## src/rtl/xpt_pkg.sv

```systemverilog
package xpt_pkg;

    // Control nibble values with bit 3 set; bit 3 clear is a route command.
    typedef enum logic [3:0] {
        OP_GND        = 4'b1000,
        OP_RSV_A      = 4'b1001,
        OP_RSV_B      = 4'b1010,
        OP_OFF_ONE    = 4'b1011,
        OP_ON_ONE     = 4'b1100,
        OP_OFF_ALL    = 4'b1101,
        OP_ON_ALL     = 4'b1110,
        OP_SOFT_LATCH = 4'b1111
    } xpt_op_e;

endpackage

```

## src/rtl/xpt_pin_sync.sv

```systemverilog
module xpt_pin_sync #(
    parameter int W = 2
) (
    input  logic         clk,
    input  logic         rst_n,
    input  logic [W-1:0] pin_i,
    output logic [W-1:0] lvl_o,
    output logic [W-1:0] rise_o
);

    typedef struct packed {
        logic [W-1:0] meta;
        logic [W-1:0] sync;
        logic [W-1:0] prev;
    } sync_t;

    sync_t st_d, st_q;

    always_comb begin
        st_d      = st_q;
        st_d.meta = pin_i;
        st_d.sync = st_q.meta;
        st_d.prev = st_q.sync;
    end

    always_ff @(posedge clk) begin
        if (!rst_n) st_q <= '0;
        else        st_q <= st_d;
    end

    for (genvar g = 0; g < W; g++) begin : g_edge
        assign lvl_o[g]  = st_q.sync[g];
        assign rise_o[g] = st_q.sync[g] & ~st_q.prev[g];
    end

endmodule

```

## src/rtl/xpt_cmd_decode.sv

```systemverilog
module xpt_cmd_decode
    import xpt_pkg::*;
#(
    parameter int N_OUT  = 8,
    parameter int N_IN   = 8,
    parameter int ADDR_W = $clog2(N_OUT),
    parameter int SEL_W  = $clog2(N_IN)
) (
    input  logic              fire_i,
    input  logic [ADDR_W-1:0] addr_i,
    input  logic [3:0]        nib_i,
    output logic [N_OUT-1:0]  tgt_o,
    output logic              route_wr_o,
    output logic              gnd_wr_o,
    output logic [SEL_W-1:0]  route_sel_o,
    output logic [N_OUT-1:0]  en_clr_o,
    output logic [N_OUT-1:0]  en_set_o,
    output logic              rank_xfer_o,
    output logic              soft_latch_o
);

    logic [N_OUT-1:0] hit;
    logic             route_ok;

    for (genvar g = 0; g < N_OUT; g++) begin : g_hit
        assign hit[g] = (addr_i == ADDR_W'(g));
    end

    if (N_IN >= 8) begin : g_full_in
        assign route_ok = 1'b1;
    end else begin : g_part_in
        assign route_ok = ({1'b0, nib_i[2:0]} < 4'(N_IN));
    end

    always_comb begin
        tgt_o        = '0;
        route_wr_o   = 1'b0;
        gnd_wr_o     = 1'b0;
        en_clr_o     = '0;
        en_set_o     = '0;
        rank_xfer_o  = 1'b0;
        soft_latch_o = 1'b0;
        route_sel_o  = nib_i[SEL_W-1:0];
        if (fire_i) begin
            if (!nib_i[3]) begin
                route_wr_o = route_ok;
                tgt_o      = hit;
            end else begin
                case (nib_i)
                    OP_GND: begin
                        gnd_wr_o = 1'b1;
                        tgt_o    = hit;
                    end
                    OP_OFF_ONE: begin
                        en_clr_o    = hit;
                        rank_xfer_o = 1'b1;
                    end
                    OP_ON_ONE: begin
                        en_set_o    = hit;
                        rank_xfer_o = 1'b1;
                    end
                    OP_OFF_ALL: begin
                        en_clr_o    = '1;
                        rank_xfer_o = 1'b1;
                    end
                    OP_ON_ALL: begin
                        en_set_o    = '1;
                        rank_xfer_o = 1'b1;
                    end
                    OP_SOFT_LATCH: soft_latch_o = 1'b1;
                    default: ;
                endcase
            end
        end
    end

endmodule

```

## src/rtl/xpt_rank_store.sv

```systemverilog
module xpt_rank_store #(
    parameter int N_OUT = 8,
    parameter int SEL_W = 3
) (
    input  logic                         clk,
    input  logic                         rst_n,
    input  logic [N_OUT-1:0]             tgt_i,
    input  logic                         route_wr_i,
    input  logic                         gnd_wr_i,
    input  logic [SEL_W-1:0]             route_sel_i,
    input  logic [N_OUT-1:0]             en_clr_i,
    input  logic [N_OUT-1:0]             en_set_i,
    input  logic                         rank_xfer_i,
    input  logic                         soft_latch_i,
    input  logic                         latch_lvl_i,
    input  logic                         latch_rise_i,
    input  logic                         edge_mode_i,
    output logic [N_OUT-1:0][SEL_W-1:0]  sel_o,
    output logic [N_OUT-1:0]             gnd_o,
    output logic [N_OUT-1:0]             en_o
);

    typedef struct packed {
        logic [N_OUT-1:0][SEL_W-1:0] f_sel;
        logic [N_OUT-1:0]            f_gnd;
        logic [N_OUT-1:0][SEL_W-1:0] s_sel;
        logic [N_OUT-1:0]            s_gnd;
        logic [N_OUT-1:0]            en;
    } rank_t;

    rank_t st_d, st_q;
    logic  copy;

    always_comb begin
        st_d = st_q;
        for (int i = 0; i < N_OUT; i++) begin
            if (tgt_i[i] && route_wr_i) begin
                st_d.f_sel[i] = route_sel_i;
                st_d.f_gnd[i] = 1'b0;
            end
            if (tgt_i[i] && gnd_wr_i) begin
                st_d.f_gnd[i] = 1'b1;
            end
        end
        copy = rank_xfer_i
             | (soft_latch_i & latch_lvl_i)
             | (edge_mode_i ? latch_rise_i : ~latch_lvl_i);
        if (copy) begin
            st_d.s_sel = st_d.f_sel;
            st_d.s_gnd = st_d.f_gnd;
        end
        st_d.en = (st_q.en & ~en_clr_i) | en_set_i;
    end

    always_ff @(posedge clk) begin
        if (!rst_n) st_q <= '0;
        else        st_q <= st_d;
    end

    assign sel_o = st_q.s_sel;
    assign gnd_o = st_q.s_gnd;
    assign en_o  = st_q.en;

    // in edge mode, no rising edge and no command transfer keeps the second rank
    a_r8_edge_hold: assert property (@(posedge clk) disable iff (!rst_n)
        (edge_mode_i && !latch_rise_i && !rank_xfer_i && !(soft_latch_i && latch_lvl_i))
        |=> ($stable(st_q.s_sel) && $stable(st_q.s_gnd)));

    // in level mode with the latch high and no command transfer the second rank holds
    a_r9_level_hold: assert property (@(posedge clk) disable iff (!rst_n)
        (!edge_mode_i && latch_lvl_i && !rank_xfer_i && !soft_latch_i)
        |=> ($stable(st_q.s_sel) && $stable(st_q.s_gnd)));

    // a buffer on/off command leaves the two ranks equal
    a_r6_xfer_match: assert property (@(posedge clk) disable iff (!rst_n)
        rank_xfer_i |=> (st_q.s_sel == st_q.f_sel && st_q.s_gnd == st_q.f_gnd));

    // an enable bit rises only when a set request was present
    a_r4_no_stray_enable: assert property (@(posedge clk) disable iff (!rst_n)
        (en_set_i == '0) |=> ((st_q.en & ~$past(st_q.en)) == '0));

endmodule

```

## src/rtl/xpt_cmd_decoder.sv

```systemverilog
module xpt_cmd_decoder #(
    parameter int N_OUT  = 8,
    parameter int N_IN   = 8,
    localparam int ADDR_W = $clog2(N_OUT),
    localparam int SEL_W  = $clog2(N_IN)
) (
    input  logic                     clk,
    input  logic                     rst_n,
    input  logic [ADDR_W-1:0]        addr_i,
    input  logic [3:0]               nib_i,
    input  logic                     wr_i,
    input  logic                     ce_hi_i,
    input  logic                     ce_lo_n_i,
    input  logic                     latch_i,
    input  logic                     edge_mode_i,
    output logic [N_OUT*SEL_W-1:0]   route_sel_o,
    output logic [N_OUT-1:0]         route_gnd_o,
    output logic [N_OUT-1:0]         buf_en_o
);

    localparam int PIN_STB = 0;
    localparam int PIN_LAT = 1;

    logic [1:0]                  pins, lvl, rise;
    logic                        fire;
    logic [N_OUT-1:0]            tgt, en_clr, en_set;
    logic                        route_wr, gnd_wr, rank_xfer, soft_latch;
    logic [SEL_W-1:0]            dec_sel;
    logic [N_OUT-1:0][SEL_W-1:0] sel_arr;

    assign pins[PIN_STB] = wr_i & ce_hi_i & ~ce_lo_n_i;
    assign pins[PIN_LAT] = latch_i;

    xpt_pin_sync #(.W(2)) u_sync (
        .clk    (clk),
        .rst_n  (rst_n),
        .pin_i  (pins),
        .lvl_o  (lvl),
        .rise_o (rise)
    );

    assign fire = rise[PIN_STB] & lvl[PIN_STB];

    xpt_cmd_decode #(.N_OUT(N_OUT), .N_IN(N_IN), .ADDR_W(ADDR_W), .SEL_W(SEL_W)) u_dec (
        .fire_i       (fire),
        .addr_i       (addr_i),
        .nib_i        (nib_i),
        .tgt_o        (tgt),
        .route_wr_o   (route_wr),
        .gnd_wr_o     (gnd_wr),
        .route_sel_o  (dec_sel),
        .en_clr_o     (en_clr),
        .en_set_o     (en_set),
        .rank_xfer_o  (rank_xfer),
        .soft_latch_o (soft_latch)
    );

    xpt_rank_store #(.N_OUT(N_OUT), .SEL_W(SEL_W)) u_store (
        .clk          (clk),
        .rst_n        (rst_n),
        .tgt_i        (tgt),
        .route_wr_i   (route_wr),
        .gnd_wr_i     (gnd_wr),
        .route_sel_i  (dec_sel),
        .en_clr_i     (en_clr),
        .en_set_i     (en_set),
        .rank_xfer_i  (rank_xfer),
        .soft_latch_i (soft_latch),
        .latch_lvl_i  (lvl[PIN_LAT]),
        .latch_rise_i (rise[PIN_LAT]),
        .edge_mode_i  (edge_mode_i),
        .sel_o        (sel_arr),
        .gnd_o        (route_gnd_o),
        .en_o         (buf_en_o)
    );

    assign route_sel_o = sel_arr;

    // a reserved nibble in edge mode without a latch edge leaves every output alone
    a_r10_reserved_inert: assert property (@(posedge clk) disable iff (!rst_n)
        (fire && (nib_i == 4'b1001 || nib_i == 4'b1010) && edge_mode_i && !rise[PIN_LAT])
        |=> ($stable(route_sel_o) && $stable(route_gnd_o) && $stable(buf_en_o)));

    // a strobe blocked by the enables never starts a command
    a_r1_gated_strobe: assert property (@(posedge clk) disable iff (!rst_n)
        (!ce_hi_i || ce_lo_n_i) |=> !u_sync.st_q.meta[PIN_STB]);

endmodule

```

## config.mk

```make
export PLATFORM = sky130hd
export DESIGN_NAME = xpt_cmd_decoder
export DESIGN_NICKNAME = d
export VERILOG_FILES = /design/src/rtl/xpt_pkg.sv /design/src/rtl/xpt_pin_sync.sv /design/src/rtl/xpt_cmd_decode.sv /design/src/rtl/xpt_rank_store.sv /design/src/rtl/xpt_cmd_decoder.sv
export SDC_FILE = /design/constraint.sdc
export NUM_CORES = 1
export LEC_CHECK = 0
export ABC_AREA = 1
export BUFFER_PORTS_ARGS = -buffer_cell sky130_fd_sc_hd__buf_2
export CORE_UTILIZATION = 56
export DETAILED_ROUTE_END_ITERATION = 10
export GPL_ROUTABILITY_DRIVEN = 1
export HOLD_SLACK_MARGIN = 0.02
export PLACE_DENSITY = 0.75
export SLEW_MARGIN = 0
export SYNTH_ARGS = -nofsm -noshare
export SYNTH_HDL_FRONTEND = slang
export SYNTH_SLANG_ARGS = --single-unit
```

## constraint.sdc

```tcl
create_clock -name clk -period 1.7 [get_ports clk]
set_clock_uncertainty 0.05 [all_clocks]
set_input_delay 0.34 -clock clk [delete_from_list [all_inputs] [get_ports clk]]
set_output_delay 0.34 -clock clk [all_outputs]
set_load 0.01 [all_outputs]
```

# Yosys cells after proc, flatten, opt, wreduce, memory -nomap -nowiden
# Cells that the tools add are included.
word_totals:
  in_bits: 14
  word_cells: 113
  register_bits: 78
op_classes:
  n_eq_ne: 13
  n_mux: 45
  bitwise: 15
  n_reduce_logical: 18
op_table:
  columns: ["operator", "count"]
  rows:
  - ["2-to-1 mux 8 bit", 7]
  - ["case mux 8 bit (2 select lines)", 2]
  - ["2-to-1 mux 1 bit", 28]
  - ["equality test 4 bit (second input constant)", 6]
  - ["2-to-1 mux 3 bit", 8]
  - ["logical AND 1 bit", 16]
  - ["equality test 3 bit (second input constant)", 4]
  - ["AND 8 bit", 1]
  - ["NOT 8 bit", 1]
  - ["OR 8 bit", 1]
  - ["AND 1 bit", 6]
  - ["equality test 3 x 2 -> 1 bit (second input constant)", 2]
  - ["NOT 1 bit", 4]
  - ["OR reduction 4 bit", 1]
  - ["equality test 3 x 1 -> 1 bit (second input constant)", 1]
  - ["zero test 3 bit", 1]
  - ["OR 1 bit", 2]

# Logic depth before layout (Yosys ltp)
depth:
  word_depth: 7
  depth_mapped: 10
  mapped_depth_nobuf: 9

# Cells and area by module
# Synthesis repeated with hierarchy kept, for this count alone.
hier_totals:
  hier_cells: 524
  area_unflattened_um2: 3707.3
by_module_without_submodules:
  columns: ["module", "seq_area_each_um2", "area_each_um2", "cells_each", "n_inst"]
  rows:
  - ["xpt_rank_store", 1441.4, 3126.7, 415, 1]
  - ["xpt_cmd_decode", 0.0, 367.9, 81, 1]
  - ["xpt_pin_sync", 120.1, 195.2, 24, 1]
  - ["xpt_cmd_decoder", 0.0, 17.5, 4, 1]

# Worst setup path after synthesis
# Ideal clock, no wire load.
synth_path:
  path_type: "input -> register"
  start: "input nib_i[2]"
  end: "register u_store.st_q (netlist bit u_store.en_o[6])"
  arrival_ns: 1.133
  path_buffers: 0
  slack_ns: 0.385
  t_required_ns: 1.518
  stages: 8
  setup_ns: 0.132
  cell_sequence: "inv_1 -> nand2_1 -> nor2_1 -> nand2_1 -> nand2_1 -> nand2_1 -> nand2_1 -> a21oi_1"
synth_between:
  elab_chain_cells: 7
  elab_cells_between_ends: 13
  classes_between: "eq/ne: 4; mux: 6; bitwise: 3"
synth_lines:
  columns: ["element", "line", "rtl"]
  rows:
  - ["from (decl)", "xpt_cmd_decoder.sv:10", "input logic [3:0] nib_i,"]
  - ["equality test 4 bit", "xpt_cmd_decode.sv:49", "case (nib_i)"]
  - ["case mux 8 bit (2 select lines)", "xpt_cmd_decode.sv:49", null]
  - ["2-to-1 mux 8 bit", "xpt_cmd_decode.sv:45", "if (!nib_i[3]) begin"]
  - ["2-to-1 mux 8 bit", "xpt_cmd_decode.sv:44", "if (fire_i) begin"]
  - ["NOT 8 bit", "xpt_rank_store.sv:52", "st_d.en = (st_q.en & ~en_clr_i) | en_set_i;"]
  - ["AND 8 bit", "xpt_rank_store.sv:52", null]
  - ["OR 8 bit (*)", "xpt_rank_store.sv:52", null]
  - ["to (signal assigned)", "xpt_rank_store.sv:57", "else st_q <= st_d;"]
  - ["to (decl)", "xpt_rank_store.sv:31", "rank_t st_d, st_q;"]
# Mark *: on every way between the ends. The rest lies on a longest branch, timed or not.
# A chain may end at the register's enable or synchronous reset.

# Worst setup path in the final report
layout_path:
  start: "register u_sync.st_q (netlist bit u_sync.lvl_o[0])"
  end: "register u_store.st_q[57] in the netlist's numbering"
layout_between:
  elab_chain_cells: 5
  elab_cells_between_ends: 6
  classes_between: "mux: 3; bitwise: 2; reduce/logical: 1"
layout_lines:
  columns: ["element", "line", "rtl"]
  rows:
  - ["from (decl)", "xpt_pin_sync.sv:17", "sync_t st_d, st_q;"]
  - ["from (signal assigned)", "xpt_pin_sync.sv:28", "else st_q <= st_d;"]
  - ["AND 1 bit", "xpt_pin_sync.sv:33", "assign rise_o[g] = st_q.sync[g] & ~st_q.prev[g];"]
  - ["AND 1 bit (*)", "xpt_cmd_decoder.sv:42", "assign fire = rise[PIN_STB] & lvl[PIN_STB];"]
  - ["2-to-1 mux 8 bit or 2-to-1 mux 1 bit (tied branches)", "xpt_cmd_decode.sv:44", null]
  - ["logical AND 1 bit (*)", "xpt_rank_store.sv:37", "if (tgt_i[i] && route_wr_i) begin"]
  - ["2-to-1 mux 3 bit (*)", "xpt_rank_store.sv:37", null]
# Marked as above.

==> results by group <==
Route
  • Routed Antenna Nets: 0
  • First DRT Iteration DRCs: between 200 and 250
  • Via/cell ratio: 5.02
  • Final wirelength: a little under 8000 µm
  • Pre-antenna DRT Iters: 4
  • DRC: 0
  • Vias: approximately 3000
  • Drt wl/cell: 12.9 µm

Yosys
  • Yosys cell types: 20
  • Cells after Synth: roughly 510
  • Mean Syn Cell Area: around 7.1 µm²
  • Cell taking the most area after synthesis: dfxtp_1
  • Largest family of logic cells by synthesized area: simple AND/OR/NAND/NOR gates
  • Sequential cell area fraction in the yosys report: between 40% and 50%
  • Post-synthesis mux area share: 0%
  • Most numerous cell in the Yosys netlist: nand2_1
  • Main synth FF type: dfxtp_1
  • Top-area cell type share of the netlist area: a little over two fifths
  • Post-synth EDFFs: 0
  • Synthesized area: roughly 3600 µm²
  • Post-synth ARST share: 0%
  • Post-Synth XOR/XNOR Area: 0%
  • Commonest cells post-synth: nand2_1, nor2_1, dfxtp_1
  • Syn nets: 519
  • Synth warnings: 0
  • FF+latch count, synth: 78
  • Synth Area in Adders: 0%
  • Synth Area in Simple Gates: 36.4%
  • Top post-synthesis cells by area: dfxtp_1, nand2_1, buf_4, nor2_1, nand3b_1
  • Compound-Gate Fraction of Synth Area: 6.37%

CTS
  • Setup Buffers After CTS: 0
  • Post-cts resize count: 0
  • Clock sink count: 78
  • TritonCTS Buffers: 9
  • Clk pin slew, worst setup/hold paths: around 0.08 ns
  • Clk Latency, worst-skew pair: ~0.34 ns
  • Max H-tree Level: 3
  • Clock buffer depth: 2
  • Clk root buf: clkbuf_8
  • Post-CTS Hold Buffers: 0
  • CTS tree: done

Timing
  • Slew Limit Fails: 0
  • Crit share post-route: ~91%
  • RSZ-0062 raised after global routing: no
  • Tmin final: roughly 1.5 ns
  • Fin. Hold Viols: 0
  • Relative slew slack: around four fifths
  • Setup TNS: 0 ns
  • Worst-Margin Slew: roughly 0.33 ns
  • Achievable Freq: between 600 and 700 MHz
  • Setup violators final: 0

Placement
  • I/O Buffers: 53
  • Gpl congestion: about 0.87
  • DPL Wire Length: approximately 5200 µm

Die
  • Initial Util: about 59%
  • Die W: slightly above 80 µm
  • Die area: between 6000 and 7000 µm²
  • Row count: 28
  • Die H: slightly above 80 µm
  • Total core area: slightly above 6000 µm²
  • Ports: between 50 and 60

GRT
  • Initial antenna violation count: 0
  • Largest net degree at the start of global routing: 48
  • Vias in the first global route: approximately 2700
  • Gr ovfl total: 0
  • GRT Resource Usage Total: 24.6%
  • First-pass GRT wire length: between 10000 and 15000 µm

Worst setup path
  • R2R Setup Slk: between 0.15 and 0.2 ns
  • Setup CP Type: reg -> reg
  • Maximum fanout along the worst path: 11
  • Crit path DAT: about 1.8 ns
  • Setup crit start kind: flip-flop
  • Crit. End Element: flip-flop
  • Worst Path Buf+Inv: 1
  • Reg2reg start: u_sync.lvl_o[0]$_SDFF_PN0_
  • Worst path max stage delay: roughly 0.36 ns
  • R2R cell count: 6
  • Critical-path cell list: nand2_1, nor2_1, buf_4, nand2_1, o21ai_0, and2_1
  • Worst path slowest cell: dfxtp_1
  • CP delay by family, top: simple AND/OR/NAND/NOR gates
  • CP startpoint: u_sync.lvl_o[0]$_SDFF_PN0_
  • Most common cell on crit path: nand2_1
  • RR Endpoint: u_store.st_q[57]$_SDFF_PN0_
  • Worst path required time: roughly 1.9 ns
  • Worst setup path endpoint: u_store.st_q[57]$_SDFF_PN0_
  • Levels on crit path: 6

Pwr
  • Pleak: 0.00184 µW
  • Pwr dens: approximately 980 nW/µm²
  • Tot Pwr: about 3800 µW
  • Worst VDD drop: 544 µV

Layout
  • N_diodes: 0
  • Final nets: approximately 540
  • Share of layout cells above drive strength 1: 16.4%
  • Area growth syn-to-layout: 8.11%

Job
  • Max-Cap Viols: 0

Run status
  • Status: completed

Min path
  • Hold WC Path Type: in -> reg
==> routing by layer <==
layer  routed length (µm)  vias up  track usage (%)
li1                     -     1577                -
met1                 3800     1370             31.6
met2                 3560       76             41.7
met3                  315        9             3.85
met4                   91        0             8.95
met5                    0        -                0
==> sequential cells by signal (all words and copies together), names as in the netlist <==
name	flops
u_store.sel_o	24
u_store.gnd_o	8
u_store.en_o	8
u_sync.lvl_o	2
u_store.st_q	32
u_sync.st_d	2
u_sync.st_q	2
==> final cells by class <==
class | count | area [µm²]
Sequential cell | 78 | 1560
Clock inverter | 3 | 68.8
Clock buffer | 12 | 145
Fill cell | 568 | 2170
Tap cell | 75 | 93.8
Inverter | 25 | 96.3
Multi-Input combinational cell | 344 | 1540
Timing Repair Buffer | 67 | 383
==> worst min path at each step <==
stage | start | slack [ns] | to | cells after the start
6_report | ce_lo_n_i | 0.10 | u_sync.st_d[2]$_SDFF_PN0_ | 2
5_1_grt | ce_lo_n_i | 0.10 | u_sync.st_d[2]$_SDFF_PN0_ | 2
4_1_cts | ce_lo_n_i | 0.09 | u_sync.st_d[2]$_SDFF_PN0_ | 2
3_5_place_dp | u_sync.st_d[3]$_SDFF_PN0_ | 0.35 | u_sync.lvl_o[1]$_SDFF_PN0_ | 2
3_3_place_gp | u_sync.st_d[3]$_SDFF_PN0_ | 0.34 | u_sync.lvl_o[1]$_SDFF_PN0_ | 2
2_1_floorplan | u_sync.st_d[2]$_SDFF_PN0_ | 0.34 | u_sync.lvl_o[0]$_SDFF_PN0_ | 2
==> logic make-up (layout without fill, tap and decap cells) <==
logic type,count (synthesis),in the layout
flops,78,78
simple gates,299,299
compound gates,45,45
buf+inv,83,107
==> through the flow <==
step                      cells  area, µm²  hold slack [ns]  util (%)  worst slack [ns]
after floorplan             505       3590            0.340         -             0.385
after global placement      589       3670            0.343      60.6            0.0798
after detailed placement    589       3670            0.350      60.6            0.0958
after CTS                   604       3890           0.0944      64.1             0.170
after global routing        604       3890            0.101      64.1            0.0483
final                       604       3890            0.103      64.1             0.156
==> power breakdown <==
part	leakage, µW	internal (µW)	total (µW)	switching [µW]
registers	0.000634	1880	1900	22.1
clock network	0.000107	864	1520	657
logic	0.00109	145	376	231
total	0.00184	2890	3800	910
==> cells in the final DEF (no fill, tap or decap) <==
cell type    n
a21oi_1     10
and2_1      25
buf_12       1
buf_2       53
buf_4       13
bufinv_16    2
clkbuf_1     2
clkbuf_8    10
clkinv_1     3
clkinv_4     1
dfxtp_1     78
inv_1       18
inv_2        3
inv_4        1
nand2_1    147
nand2_2      2
nand3_1     16
nand3b_1    26
nor2_1      82
nor3_1       1
o21ai_0     29
o21ai_1      5
o21ai_2      1
(Power assumes the default switching activity.)
